**src/rtl/async_bus_seq_pkg.sv**
```systemverilog
`timescale 1ns/1ps
package async_bus_seq_pkg;

  // Picoseconds to clocks, rounded up, never below one clock.
  function automatic int unsigned toCycles(input int unsigned ps, input int unsigned periodPs);
    int unsigned c;
    c = (ps + periodPs - 1) / periodPs;
    return (c == 0) ? 1 : c;
  endfunction

  function automatic int unsigned maxU(input int unsigned a, input int unsigned b);
    return (a > b) ? a : b;
  endfunction

  function automatic int unsigned minU(input int unsigned a, input int unsigned b);
    return (a < b) ? a : b;
  endfunction

  typedef enum logic [2:0] {
    PH_IDLE, PH_ADDR, PH_DSU, PH_WAIT, PH_STRB, PH_HOLD, PH_DONE
  } phaseT;

  // Control-to-datapath strobes.
  typedef struct packed {
    logic load;
    logic adsOn;
    logic csOn;
    logic rdOn;
    logic wrOn;
    logic oeOn;
    logic capture;
    logic setErr;
    logic ack;
  } strobeT;

endpackage

```
**src/rtl/async_bus_seq_ctrl.sv**
```systemverilog
`timescale 1ns/1ps
module async_bus_seq_ctrl
  import async_bus_seq_pkg::*;
#(
  parameter int unsigned ADS_CNT     = 1,
  parameter int unsigned DSU_CNT     = 1,
  parameter int unsigned RDY_CNT     = 1,
  parameter int unsigned RD_CNT      = 1,
  parameter int unsigned WR_CNT      = 1,
  parameter int unsigned CAP_CNT     = 1,
  parameter int unsigned HOLD_WR_CNT = 1,
  parameter int unsigned HOLD_RD_CNT = 1,
  parameter int unsigned RD_GAP      = 1,
  parameter int unsigned WR_GAP      = 1,
  parameter int unsigned CNT_W       = 4,
  parameter int unsigned GAP_W       = 4
) (
  input  logic   clk,
  input  logic   rstN,
  input  logic   hostValid,
  input  logic   hostWr,
  input  logic   busRdy,
  output strobeT ctl
);

  phaseT              phase;
  logic [CNT_W-1:0]   cnt;
  logic [GAP_W-1:0]   rdGap, wrGap;
  logic               isWr, timedOut;
  int unsigned        lenSel;
  logic               lastCnt, startOk, waitExpire;

  always_comb begin
    unique case (phase)
      PH_ADDR: lenSel = ADS_CNT;
      PH_DSU:  lenSel = DSU_CNT;
      PH_WAIT: lenSel = RDY_CNT;
      PH_STRB: lenSel = isWr ? WR_CNT : RD_CNT;
      PH_HOLD: lenSel = isWr ? HOLD_WR_CNT : HOLD_RD_CNT;
      default: lenSel = 1;
    endcase
  end

  assign lastCnt    = (cnt == CNT_W'(lenSel - 1));
  assign startOk    = hostValid && (hostWr ? (wrGap == '0) : (rdGap == '0));
  assign waitExpire = (phase == PH_WAIT) && !busRdy && lastCnt;

  always_ff @(posedge clk) begin
    if (!rstN) begin
      phase    <= PH_IDLE;
      cnt      <= '0;
      isWr     <= 1'b0;
      timedOut <= 1'b0;
    end else begin
      unique case (phase)
        PH_IDLE: if (startOk) begin
          phase    <= PH_ADDR;
          cnt      <= '0;
          isWr     <= hostWr;
          timedOut <= 1'b0;
        end
        PH_ADDR: if (lastCnt) begin
          cnt   <= '0;
          phase <= isWr ? PH_DSU : PH_WAIT;
        end else cnt <= cnt + 1'b1;
        PH_DSU: if (lastCnt) begin
          cnt   <= '0;
          phase <= PH_WAIT;
        end else cnt <= cnt + 1'b1;
        PH_WAIT: if (busRdy) begin
          cnt   <= '0;
          phase <= PH_STRB;
        end else if (lastCnt) begin
          cnt      <= '0;
          timedOut <= 1'b1;
          phase    <= PH_HOLD;
        end else cnt <= cnt + 1'b1;
        PH_STRB: if (lastCnt) begin
          cnt   <= '0;
          phase <= PH_HOLD;
        end else cnt <= cnt + 1'b1;
        PH_HOLD: if (lastCnt) begin
          cnt   <= '0;
          phase <= PH_DONE;
        end else cnt <= cnt + 1'b1;
        default: phase <= PH_IDLE;
      endcase
    end
  end

  // Same-kind spacing: loaded at acceptance, counts down to zero.
  always_ff @(posedge clk) begin
    if (!rstN) begin
      rdGap <= '0;
      wrGap <= '0;
    end else begin
      if (phase == PH_IDLE && startOk && !hostWr) rdGap <= GAP_W'(RD_GAP - 1);
      else if (rdGap != '0)                      rdGap <= rdGap - 1'b1;
      if (phase == PH_IDLE && startOk && hostWr)  wrGap <= GAP_W'(WR_GAP - 1);
      else if (wrGap != '0)                      wrGap <= wrGap - 1'b1;
    end
  end

  always_comb begin
    ctl         = '0;
    ctl.load    = (phase == PH_IDLE) && startOk;
    ctl.adsOn   = (phase == PH_ADDR);
    ctl.csOn    = (phase != PH_IDLE) && (phase != PH_DONE);
    ctl.rdOn    = (phase == PH_STRB) && !isWr;
    ctl.wrOn    = (phase == PH_STRB) && isWr;
    ctl.oeOn    = isWr && (phase == PH_DSU || phase == PH_WAIT ||
                           phase == PH_STRB || phase == PH_HOLD);
    ctl.capture = (phase == PH_STRB) && !isWr && (cnt == CNT_W'(CAP_CNT - 1));
    ctl.setErr  = waitExpire;
    ctl.ack     = (phase == PH_DONE);
  end

  // acknowledge lasts a single clock
  a_r9_ack_single: assert property (@(posedge clk) disable iff (!rstN)
    ctl.ack |=> !ctl.ack);

  // a strobe only begins after ready was seen
  a_r6_strobe_after_ready: assert property (@(posedge clk) disable iff (!rstN)
    $rose(ctl.rdOn || ctl.wrOn) |-> $past(busRdy));

  // an abandoned wait never produces a strobe
  a_r7_timeout_no_strobe: assert property (@(posedge clk) disable iff (!rstN)
    timedOut |-> !(ctl.rdOn || ctl.wrOn));

endmodule

```
**src/rtl/async_bus_seq_dp.sv**
```systemverilog
`timescale 1ns/1ps
module async_bus_seq_dp
  import async_bus_seq_pkg::*;
#(
  parameter int unsigned ADDR_W = 16,
  parameter int unsigned DATA_W = 32,
  parameter int unsigned BE_W   = 4
) (
  input  logic              clk,
  input  logic              rstN,
  input  strobeT            ctl,
  input  logic [ADDR_W-1:0] hostAddr,
  input  logic [DATA_W-1:0] hostWdata,
  input  logic [BE_W-1:0]   hostBe,
  output logic              hostAck,
  output logic [DATA_W-1:0] hostRdata,
  output logic              hostErr,
  output logic [ADDR_W-1:0] busAddr,
  output logic [BE_W-1:0]   busBeN,
  output logic              busAds,
  output logic              busCsN,
  output logic              busRdN,
  output logic              busWrN,
  output logic [DATA_W-1:0] busDout,
  output logic              busOe,
  input  logic [DATA_W-1:0] busDin
);

  logic [ADDR_W-1:0] addrQ;
  logic [DATA_W-1:0] wdataQ, rdataQ;
  logic [BE_W-1:0]   beQ;
  logic              errQ;

  always_ff @(posedge clk) begin
    if (!rstN) begin
      addrQ  <= '0;
      wdataQ <= '0;
      beQ    <= '0;
      rdataQ <= '0;
      errQ   <= 1'b0;
    end else if (ctl.load) begin
      addrQ  <= hostAddr;
      wdataQ <= hostWdata;
      beQ    <= hostBe;
      rdataQ <= '0;
      errQ   <= 1'b0;
    end else if (ctl.capture) begin
      rdataQ <= busDin;
    end else if (ctl.setErr) begin
      rdataQ <= '0;
      errQ   <= 1'b1;
    end
  end

  assign busAddr   = addrQ;
  assign busBeN    = ctl.csOn ? ~beQ : '1;
  assign busAds    = ctl.adsOn;
  assign busCsN    = !ctl.csOn;
  assign busRdN    = !ctl.rdOn;
  assign busWrN    = !ctl.wrOn;
  assign busDout   = wdataQ;
  assign busOe     = ctl.oeOn;
  assign hostAck   = ctl.ack;
  assign hostRdata = rdataQ;
  assign hostErr   = errQ;

  // strobes only inside a selected cycle
  a_r4_strobe_in_select: assert property (@(posedge clk) disable iff (!rstN)
    (!busRdN || !busWrN) |-> !busCsN);

  // the data driver is never on while reading
  a_r5_oe_not_read: assert property (@(posedge clk) disable iff (!rstN)
    busOe |-> busRdN);

  // address steady throughout the select period
  a_r3_addr_stable: assert property (@(posedge clk) disable iff (!rstN)
    (!busCsN && $past(!busCsN)) |-> $stable(busAddr));

endmodule

```
**src/rtl/async_bus_seq.sv**
```systemverilog
`timescale 1ns/1ps
module async_bus_seq
  import async_bus_seq_pkg::*;
#(
  parameter int unsigned ADDR_W        = 16,
  parameter int unsigned DATA_W        = 32,
  parameter int unsigned CLK_PERIOD_PS = 8000,
  parameter int unsigned T_ADDR_SU     = 10000,
  parameter int unsigned T_ADS_W       = 12000,
  parameter int unsigned T_CS_W        = 20000,
  parameter int unsigned T_ADDR_H      = 5000,
  parameter int unsigned T_CS_H        = 9000,
  parameter int unsigned T_DATA_H      = 3000,
  parameter int unsigned T_DATA_SU     = 8000,
  parameter int unsigned T_RD_W        = 30000,
  parameter int unsigned T_WR_W        = 20000,
  parameter int unsigned T_RD_CYC      = 160000,
  parameter int unsigned T_WR_CYC      = 40000,
  parameter int unsigned T_DATA_OUT    = 17000,
  parameter int unsigned T_DATA_INV    = 30000,
  parameter int unsigned T_RDY_MAX     = 48000,
  localparam int unsigned BE_W         = DATA_W / 8
) (
  input  logic              clk,
  input  logic              rstN,
  input  logic              hostValid,
  input  logic              hostWr,
  input  logic [ADDR_W-1:0] hostAddr,
  input  logic [DATA_W-1:0] hostWdata,
  input  logic [BE_W-1:0]   hostBe,
  output logic              hostAck,
  output logic [DATA_W-1:0] hostRdata,
  output logic              hostErr,
  output logic [ADDR_W-1:0] busAddr,
  output logic [BE_W-1:0]   busBeN,
  output logic              busAds,
  output logic              busCsN,
  output logic              busRdN,
  output logic              busWrN,
  output logic [DATA_W-1:0] busDout,
  output logic              busOe,
  input  logic [DATA_W-1:0] busDin,
  input  logic              busRdy
);

  localparam int unsigned P       = CLK_PERIOD_PS;
  localparam int unsigned ADS_CNT = toCycles(maxU(maxU(T_ADDR_SU, T_ADS_W), T_CS_W), P);
  localparam int unsigned HWR_CNT = toCycles(maxU(maxU(T_DATA_H, T_CS_H), T_ADDR_H), P);
  localparam int unsigned HRD_CNT = maxU(HWR_CNT, toCycles(T_DATA_INV, P));
  localparam int unsigned DSU_CNT = toCycles(T_DATA_SU, P);
  localparam int unsigned RDY_CNT = toCycles(T_RDY_MAX, P);
  localparam int unsigned RD_CNT  = toCycles(T_RD_W, P);
  localparam int unsigned WR_CNT  = toCycles(T_WR_W, P);
  localparam int unsigned CAP_CNT = minU(toCycles(T_DATA_OUT, P), RD_CNT);
  localparam int unsigned RD_GAP  = toCycles(T_RD_CYC, P);
  localparam int unsigned WR_GAP  = toCycles(T_WR_CYC, P);
  localparam int unsigned MAX_PH  = maxU(maxU(maxU(ADS_CNT, HRD_CNT), maxU(DSU_CNT, RDY_CNT)),
                                         maxU(RD_CNT, WR_CNT));
  localparam int unsigned CNT_W   = $clog2(MAX_PH + 1);
  localparam int unsigned GAP_W   = $clog2(maxU(RD_GAP, WR_GAP) + 1);

  strobeT ctl;

  async_bus_seq_ctrl #(
    .ADS_CNT(ADS_CNT), .DSU_CNT(DSU_CNT), .RDY_CNT(RDY_CNT),
    .RD_CNT(RD_CNT), .WR_CNT(WR_CNT), .CAP_CNT(CAP_CNT),
    .HOLD_WR_CNT(HWR_CNT), .HOLD_RD_CNT(HRD_CNT),
    .RD_GAP(RD_GAP), .WR_GAP(WR_GAP), .CNT_W(CNT_W), .GAP_W(GAP_W)
  ) uCtrl (
    .clk(clk), .rstN(rstN), .hostValid(hostValid), .hostWr(hostWr),
    .busRdy(busRdy), .ctl(ctl)
  );

  async_bus_seq_dp #(.ADDR_W(ADDR_W), .DATA_W(DATA_W), .BE_W(BE_W)) uDp (
    .clk(clk), .rstN(rstN), .ctl(ctl),
    .hostAddr(hostAddr), .hostWdata(hostWdata), .hostBe(hostBe),
    .hostAck(hostAck), .hostRdata(hostRdata), .hostErr(hostErr),
    .busAddr(busAddr), .busBeN(busBeN), .busAds(busAds), .busCsN(busCsN),
    .busRdN(busRdN), .busWrN(busWrN), .busDout(busDout), .busOe(busOe),
    .busDin(busDin)
  );

endmodule

```
**config.mk**
```make
export PLATFORM = sky130hd
export DESIGN_NAME = async_bus_seq
export DESIGN_NICKNAME = d
export VERILOG_FILES = /design/src/rtl/async_bus_seq_pkg.sv /design/src/rtl/async_bus_seq_ctrl.sv /design/src/rtl/async_bus_seq_dp.sv /design/src/rtl/async_bus_seq.sv
export SDC_FILE = /design/constraint.sdc
export NUM_CORES = 1
export LEC_CHECK = 0
export ABC_CLOCK_PERIOD_IN_PS = 5600
export BUFFER_PORTS_ARGS = -buffer_cell sky130_fd_sc_hd__buf_2
export CAP_MARGIN = 15
export CORE_ASPECT_RATIO = 1.5
export CORE_MARGIN = 8
export CORE_UTILIZATION = 35
export DETAILED_ROUTE_END_ITERATION = 8
export HOLD_SLACK_MARGIN = 0.05
export PLACE_DENSITY = 0.63
export SETUP_SLACK_MARGIN = 0.2
export SLEW_MARGIN = 20
export SYNTH_ARGS = -nofsm -noshare
export SYNTH_HDL_FRONTEND = slang
export SYNTH_SLANG_ARGS = --single-unit
```
**constraint.sdc**
```tcl
create_clock -name clk -period 5.6 [get_ports clk]
set_clock_uncertainty 0.05 [all_clocks]
set_input_delay 0.56 -clock clk [delete_from_list [all_inputs] [get_ports clk]]
set_output_delay 0.56 -clock clk [all_outputs]
set_load 0.1 [all_outputs]
```
Yosys cells after proc, flatten, opt, wreduce, memory -nomap -nowiden
Index checks and enable logic that the tools add are counted.
{ "totals": {"inputBits": 89, "output_inout_bits": 91, "word_cells": 93, "register_bits": 102} }
{ "classes": {"n_addsub": 4, "bitwise": 3, "n_mux": 23, "eq_ne": 13, "reduce_logical": 38} }
{ "op_table": {"columns": ["cell", "n"], "rows": [
  ["32-bit 2-to-1 mux", 2],
  ["3-bit 2-to-1 mux", 13],
  ["3-bit case mux with 6 select lines", 1],
  ["3-bit case mux with 4 select lines", 1],
  ["1-bit logical AND", 11],
  ["5-bit logical NOT", 2],
  ["5-bit 2-to-1 mux", 2],
  ["5-bit nonzero test", 2],
  ["5-bit by 1-bit subtractor with 5-bit output (second input constant)", 2],
  ["3-bit by 2-bit equality test with 1-bit output (second input constant)", 3],
  ["3-bit equality test (second input constant)", 3],
  ["3-bit case mux with 3 select lines", 1],
  ["2-bit by 1-bit inequality test with 1-bit output (second input constant)", 4],
  ["1-bit logical NOT", 6],
  ["2-bit AND reduction", 3],
  ["2-bit nonzero test", 3],
  ["3-bit nonzero test", 2],
  ["2-bit OR reduction", 3],
  ["4-bit 2-to-1 mux", 1],
  ["4-bit NOT", 1],
  ["4-bit AND reduction", 1],
  ["4-bit OR reduction", 1],
  ["3-bit by 1-bit adder with 3-bit output (second input constant)", 1],
  ["3-bit by 1-bit equality test with 1-bit output (second input constant)", 1],
  ["other kinds (7)", 11]
]} }

Logic depth before layout (Yosys ltp)
Gate-level depths: netlist of the first run.
{ "logic_depth": {"word_depth": 7, "depth_mapped": 11, "ltp_nobuf": 9} }

Cells and area by module
Synthesis of the first run repeated with hierarchy kept, for this count alone.
{ "hier_totals": {"hier_cells": 472, "hier_area_um2": 4551.9} }
{ "modules_own_cells": {"columns": ["module", "seq_area_each_um2", "n_inst", "area_each_um2", "cells_each"], "rows": [
  ["async_bus_seq_dp", 1701.6, 1, 3388.2, 324],
  ["async_bus_seq_ctrl", 340.3, 1, 1163.6, 148]
]} }

Least setup slack after synthesis of the first run
OpenSTA, ideal clock, no wires.
{ "synth_path": {"path_type": "reg-to-output", "start": "reg uCtrl.phase[2]", "end": "out busBeN[0]", "required_ns": 4.990, "setup_slack_ns": 2.046, "t_arrival_ns": 2.944, "stages_incl_launch_ff": 6, "path_buffers": 1, "path_cell_list": "dfxtp_1 > clkbuf_8 > nand2_1 > nor2_1 > nor2_1 > nand2_1"} }
{ "synth_between": {"elab_chain_cells": 3, "elab_cells_between_ends": 4, "cone_classes": "eq/ne: 1; mux: 1; reduce/logical: 2"} }
{ "synth_lines": {"columns": ["element", "line_no", "text"], "rows": [
  ["start, declared", "async_bus_seq_ctrl.sv:26", "phaseT phase;"],
  ["start signal, assigned", "async_bus_seq_ctrl.sv:64", "phase <= isWr ? PH_DSU : PH_WAIT;"],
  ["3-bit inequality test / 3-bit nonzero test (equally long branches)", "async_bus_seq_ctrl.sv:108", "ctl.csOn = (phase != PH_IDLE) && (phase != PH_DONE);"],
  ["1-bit logical AND (*)", "async_bus_seq_ctrl.sv:108", null],
  ["4-bit 2-to-1 mux (*)", "async_bus_seq_dp.sv:56", "assign busBeN = ctl.csOn ? ~beQ : '1;"],
  ["end, declared", "async_bus_seq.sv:35", "output logic [BE_W-1:0] busBeN,"]
]} }
Mark *: on every way between the ends. The rest lies on a longest branch, timed or not.

Worst setup path in the final report of the first run
{ "layout_path": {"start": "reg uCtrl.phase[2]", "end": "reg uDp.rdataQ[0] (netlist: uDp.hostRdata[0])"} }
{ "layout_between": {"elab_chain_cells": 6, "elab_cells_between_ends": 16, "cone_classes": "add/sub: 1; eq/ne: 5; mux: 2; reduce/logical: 8"} }
{ "layout_lines": {"columns": ["element", "line_no", "text"], "rows": [
  ["3-bit equality test, or another cell as far along", "async_bus_seq_ctrl.sv:34", "unique case (phase)"],
  ["3-bit case mux with 4 select lines", "async_bus_seq_ctrl.sv:34", null],
  ["3-bit by 1-bit subtractor with 3-bit output", "async_bus_seq_ctrl.sv:44", "assign lastCnt = (cnt == CNT_W'(lenSel - 1));"],
  ["3-bit equality test", "async_bus_seq_ctrl.sv:44", null],
  ["1-bit logical AND", "async_bus_seq_ctrl.sv:46", "assign waitExpire = (phase == PH_WAIT) && !busRdy && lastCnt;"],
  ["2-bit nonzero test (no line)", null, null],
  ["end signal, assigned", "async_bus_seq_dp.sv:48", "rdataQ <= busDin;"],
  ["end, declared", "async_bus_seq_dp.sv:30", "logic [DATA_W-1:0] wdataQ, rdataQ;"]
]} }
Several ways; a longest one is shown, not always the timed one.
A chain may end at the register's enable or synchronous reset.

==> results of run 1 <==
## per-layer routing
layer / part of all wire / up-vias
li1: - / 2081
met1: 0.41 / 1912
met2: 0.48 / 157
met3: 0.11 / 9
met4: 0.0091 / 0
met5: 0 / -
## cell families (layout without fill, tap and decap cells)
family	after synthesis	count (layout)
and+or+nand+nor	198	198
adders and majority gates	7	7
DFF	102	102
buffers and inverters	50	210
xor gates and xnor gates	10	10
muxes	5	5
AOI/OAI and AO/OA	151	151
## placed cells by master (no fill, tap or decap), types with 3 or more instances in the layout
cell type and n:
buf_4 4, ha_1 7, nor2b_1 3, o21a_1 4
nand2_1 151, xor2_1 4, o211ai_1 33, a21oi_1 94
xnor2_1 6, o2111ai_1 5, inv_1 10, clkbuf_16 9
nor2_1 18, nor3_1 3, and3_1 3, buf_2 179
dfxtp_1 102
## registers in the layout, indices dropped and copies added, names as in the netlist
name	cells
uCtrl.cnt	3
uCtrl.isWr	1
uCtrl.phase	3
uCtrl.rdGap	5
uCtrl.wrGap	5
uDp.beQ	4
uDp.busAddr	16
uDp.busDout	32
uDp.hostErr	1
uDp.hostRdata	32
## per-stage QoR
stage	area (µm²)	util
2_1_floorplan	4260	-
3_3_place_gp	5180	0.433
3_5_place_dp	5180	0.433
4_1_cts	5490	0.459
5_1_grt	5520	0.462
6_report	5520	0.462
## power groups by stage
stage / Sequential, W / Clock (W) / Combinational (W)
after floorplan: 0.00143 / 0 / 0.000541
after global placement: 0.000918 / 0 / 0.00123
after detailed placement: 0.000923 / 0 / 0.00126
after CTS: 0.000908 / 0.000661 / 0.00126
after global routing: 0.000922 / 0.000689 / 0.00136
final: 0.000908 / 0.000642 / 0.00127
## cell type report
cell class              instances  area, µm²
clock buffers                  11        243
clock inverters                 5       66.3
flip-flops and latches        102       2040
repair buffers                184        953
well taps                     153        191
inverters                      10       37.5
fillers                      1233       6440
multi-input cells             371       1990
## critical path, stage by stage (launching register included)
cell	delay, ps
dfxtp_1	640
xor2_1	120
a21oi_1	400
inv_1	90
ha_1	320
xor2_1	150
and2_2	220
mux2i_4	510
buf_16	240
o211ai_1	120
a21oi_1	180
## final timing paths
path,start,cells after the start,endpoint
worst max-delay path,uCtrl.phase[2],10,uDp.hostRdata[0]
worst min-delay path,uCtrl.wrGap[4],2,uCtrl.wrGap[4]
worst max register to register,uCtrl.phase[2],10,uDp.hostRdata[0]
worst min register to register,uCtrl.wrGap[4],2,uCtrl.wrGap[4]
==> results.py, run 1 <==
metrics = {
    "timing": {
        "setup_viol": 0,
        "timing.setup.tns_ps": 0,
        "worst_slew_pin_slew_ps": 930,
        "maxSlewViolCount": 0,
        "whs_ps": 381,
        "rsz0062_at_grt": "false",
        "setup_ws_ps": 2500,
        "fin_crit_sh": 0.554,
        "fmax_ghz": 0.322,
        "slew_headroom": 0.380,
        "hold_violations": 0,
        "fin_crit_ps": 3100,
    },
    "power_and_ir_drop": {
        "clkPwrFrac": 0.227,
        "p_leak_nw": 2.38,
        "intPower_w": 0.00148,
        "powerDensity_nw_per_um2": 511,
        "combPwrFrac": 0.451,
        "p_seq_frac": 0.322,
        "p_sw_w": 0.00134,
        "peakVddDrop_v": 0.000324,
        "switching_share": 0.476,
        "totalPowerFinal_w": 0.00282,
    },
    "logic_synthesis": {
        "synth.most_common_cell": "nand2_1",
        "synthFlopType": "dfxtp_1",
        "synth-simple-area-share": 0.196,
        "synth.net_count": 619,
        "ys.warnings.count": 0,
        "synth_compound_area_frac": 0.211,
        "ys_async_sr_fraction": 0,
        "yosysUniqueCellTypes": 45,
        "synth-edff-count": 0,
        "synth_top_cell_by_area": "dfxtp_1",
        "synthTopCellsByArea": "dfxtp_1, nand2_1, a21oi_1",
        "synth_xor_area_frac": 0.0206,
        "muxShareOfSynthArea": 0.0132,
        "ys_ff_latch": 102,
        "syn_inst": 523,
        "netlist_area_um2": 4260,
        "syn_avg_cell_area_um2": 8.14,
        "synth.yosys.seq_area_share": 0.480,
        "synth_top_area_frac": 0.480,
        "synth_top_family_by_area": "compound AO/OA/AOI/OAI gates",
        "synth_fa_ha_area_frac": 0.0206,
        "synth_commonest_cells": "nand2_1, dfxtp_1, a21oi_1",
    },
    "run_status": {
        "status": "complete, no violations",
    },
    "grt": {
        "grt.met2_usage": 0.242,
        "grt_pass1_vias": 4144,
        "gr-usage-all-layers": 0.147,
        "antenna_found_initial": 0,
        "grt_pass1_wl_mm": 19.5,
        "gr-usage-met1": 0.160,
        "grt_overflow_total": 0,
        "use_met3": 0.0728,
        "grt.busiest_layer": "met2",
        "grt_max_degree": 55,
    },
    "placed_design": {
        "place.gp.congestion": 0.794,
        "dp_cells": 819,
        "post-place-ws_ps": 2200,
        "port_buffers": 179,
        "post-dp-hpwl_mm": 9.10,
    },
    "worst_setup_path": {
        "crit_fanout": 24,
        "reg2reg_setup_slack_ps": 2500,
        "start_kind": "register",
        "worst-endpoint-arrival_ps": 3320,
        "worstSetupEndpointType": "register",
        "critPathKind": "reg -> reg",
        "required_ps": 5820,
    },
    "clock_tree": {
        "insertion_delay_ps": 330,
        "cts_htree_levels": 3,
        "clockBufferDepth": 2,
        "cts_buffers": 9,
        "clk_pin_slew_worst_paths_ps": 70,
        "cts.sinks": 102,
        "postCtsSetupBuffers": 0,
        "cts_tree": "built",
        "cts-root-buf": "clkbuf_16",
        "ctsHoldBuffers": 0,
        "cts_resized": 0,
    },
    "worst_hold_path": {
        "worstHoldPathType": "reg -> reg",
    },
    "floorplan": {
        "die_area_um2": 16000,
        "die_height_um": 151,
        "core_area_um2": 12000,
        "start_util": 0.356,
        "boundaryPins": 180,
        "die_w_um": 106,
        "rows": 49,
    },
    "final_layout": {
        "nNetsFinal": 774,
        "stdcell_count": 836,
        "drive_gt1_frac": 0.309,
        "antenna_cells": 0,
        "syn2layout_area_growth_pct": 29.7,
    },
    "drt": {
        "drc": 0,
        "vias": 4159,
        "drt_iter0_markers": 131,
        "routed_wl_mm": 12.4,
        "via_per_inst": 4.97,
        "ant_nets": 0,
        "wire_per_inst_um": 14.8,
        "first_pass_iters": 4,
    },
    "job": {
        "maxCapViolCount": 0,
    },
}
Note: power is estimated with default switching activity, not from simulation.
==> inputs of run 2 (changes only) <==
--- a/config.mk
+++ b/config.mk
@@ -5,7 +5,7 @@
 export SDC_FILE = /design/constraint.sdc
 export NUM_CORES = 1
 export LEC_CHECK = 0
-export ABC_CLOCK_PERIOD_IN_PS = 5600
+export ABC_CLOCK_PERIOD_IN_PS = 2700
 export BUFFER_PORTS_ARGS = -buffer_cell sky130_fd_sc_hd__buf_2
 export CAP_MARGIN = 15
 export CORE_ASPECT_RATIO = 1.5
@@ -13,7 +13,7 @@
 export CORE_UTILIZATION = 35
 export DETAILED_ROUTE_END_ITERATION = 8
 export HOLD_SLACK_MARGIN = 0.05
-export PLACE_DENSITY = 0.63
+export PLACE_DENSITY = 0.65
 export SETUP_SLACK_MARGIN = 0.2
 export SLEW_MARGIN = 20
 export SYNTH_ARGS = -nofsm -noshare
==> constraint.sdc (replaced) <==
create_clock -name clk -period 2.7 [get_ports clk]
set_clock_uncertainty 0.05 [all_clocks]
set_input_delay 0.27 -clock clk [delete_from_list [all_inputs] [get_ports clk]]
set_output_delay 0.27 -clock clk [all_outputs]
set_load 0.1 [all_outputs]
==> run 2 against run 1 <==
  * Critical path depth is 1 lower
  * Wire length grew 3.5%
  * Cell area rose by 3.5%
  * Highest routed layer unchanged
  * Sequential share of layout area decreased by 1.2 points
  * Cell count grew 1.1%
  * Core utilization increased by 1.6 points
  * First-iteration DRC count rose by 14%
  * Critical path type unchanged
  * Die area unchanged
==> results.py, run 2 (synthesis results as in run 1) <==
metrics = {
    "run_status": {
        "status": "complete, no violations",
    },
    "clock_tree": {
        "insertion_delay_ps": 340,
        "cts_htree_levels": 3,
        "cts-root-buf": "clkbuf_16",
        "clockBufferDepth": 2,
        "cts_tree": "built",
        "clk_pin_slew_worst_paths_ps": 70,
        "cts.sinks": 102,
        "cts_buffers": 9,
    },
    "final_layout": {
        "final_cell_mix": "buf_2, nand2_1, dfxtp_1",
        "nNetsFinal": 784,
        "antenna_cells": 0,
        "mostFrequentLayoutCell": "buf_2",
        "stdcell_count": 845,
        "syn2layout_area_growth_pct": 34.2,
        "drive_gt1_frac": 0.332,
    },
    "grt": {
        "grt_pass1_wl_mm": 20.4,
        "grt.busiest_layer": "met2",
        "gr-usage-all-layers": 0.154,
        "grt_pass1_vias": 4266,
        "use_met3": 0.0771,
        "antenna_found_initial": 0,
        "grt.met2_usage": 0.253,
        "gr-usage-met1": 0.168,
        "grt_max_degree": 54,
        "grt_overflow_total": 0,
    },
    "placed_design": {
        "post-dp-hpwl_mm": 9.29,
        "dp_cells": 826,
        "place.gp.congestion": 0.850,
        "port_buffers": 179,
    },
    "drt": {
        "routed_wl_mm": 12.8,
        "drt_iter0_markers": 149,
        "ant_nets": 0,
        "wire_per_inst_um": 15.2,
        "drc": 0,
        "vias": 4238,
        "via_per_inst": 5.02,
        "first_pass_iters": 5,
    },
    "worst_setup_path": {
        "crit_fanout": 11,
        "critPathKind": "reg -> reg",
        "start_kind": "register",
        "ff2ff_path_depth": 9,
        "worstSetupEndpointType": "register",
        "required_ps": 2910,
        "worst-endpoint-arrival_ps": 2600,
    },
    "timing": {
        "hold_violations": 0,
        "setup_viol": 0,
        "fin_crit_sh": 0.883,
        "fmax_ghz": 0.419,
        "fin_crit_ps": 2380,
        "maxSlewViolCount": 0,
        "worst_slew_pin_slew_ps": 544,
        "slew_headroom": 0.637,
        "rsz0062_at_grt": "false",
        "timing.setup.tns_ps": 0,
    },
    "floorplan": {
        "boundaryPins": 180,
        "die_height_um": 151,
        "rows": 49,
        "die_area_um2": 16000,
        "die_w_um": 106,
        "start_util": 0.356,
        "core_area_um2": 12000,
    },
    "worst_hold_path": {
        "whs_path_depth": 3,
        "worstHoldPathType": "in -> reg",
    },
    "power_and_ir_drop": {
        "peakVddDrop_v": 0.000646,
        "p_leak_nw": 2.46,
        "powerDensity_nw_per_um2": 1070,
    },
    "job": {
        "maxCapViolCount": 0,
    },
}
[run 2: changes by cell type in the layout (fill, tap and decap cells not counted), sizes merged]
cell / before / now
bufinv: 1 / 2
clkinvlp: 1 / 2
clkinv: 1 / 0
inv: 12 / 11
buf: 184 / 192
mux2i: 3 / 4
[run 2: layer usage]
metal	routed length [µm]	vias to the layer above
met4	197	0
li1	-	2108
met5	0	-
met2	6060	163
met1	5180	1952
met3	1360	15
[run 2: power breakdown]
group	switching (W)	total, W	internal [W]
clock network	0.000577	0.00139	0.000812
logic	0.00212	0.00284	0.000721
registers	0.000137	0.00188	0.00174
[run 2: worst max-delay path, cell delays in order, from the launching register on]
cell and delay, ps:
dfxtp_4 390, nor3b_1 320, a21oi_2 60, inv_1 60, ha_1 230, xor2_1 200, and2_4 210, mux2i_2 110
or4_1 520, a31oi_1 160
[run 2: worst paths after layout]
check	startpoint	endpoint	slack [ps]
hold / removal	busDin[24]	uDp.hostRdata[24]	110
setup / recovery	uCtrl.phase[1]	uCtrl.phase[1]	320
setup reg to reg	uCtrl.phase[1]	uCtrl.phase[1]	320
hold reg to reg	uCtrl.wrGap[4]	uCtrl.wrGap[4]	390
[run 2: stage by stage]
stage | util | total power, W | hold WS, ps | area (µm²) | worst slack [ps]
4_1_cts | 0.469 | 0.00601 | 96.4 | 5600 | 215
3_3_place_gp | 0.441 | 0.00453 | 368 | 5280 | 232
5_1_grt | 0.478 | 0.00643 | 99.6 | 5710 | 207
6_report | 0.478 | 0.00610 | 113 | 5710 | 316
2_1_floorplan | - | 0.00411 | 353 | 4300 | 81.2
3_5_place_dp | 0.441 | 0.00460 | 388 | 5280 | 136
[run 2: timing repair]
action / 4_1_cts / 5_1_grt
cloned: 0 / 2
resized for setup: 3 / 12
hold buffers: 0 / 0
buffers inserted: 0 / 2
setup endpoints to repair: 32 / 73
pin swaps: 0 / 2
[run 2: final cells by class]
| type | instances | area, µm² |
|---|---|---|
| Tap cell | 153 | 191 |
| Inverter | 10 | 37.5 |
| Timing Repair Buffer | 193 | 1080 |
| Fill cell | 1183 | 6240 |
| Clock buffer | 10 | 229 |
| Clock inverter | 5 | 83.8 |
| Multi-Input combinational cell | 372 | 2050 |
| Sequential cell | 102 | 2050 |
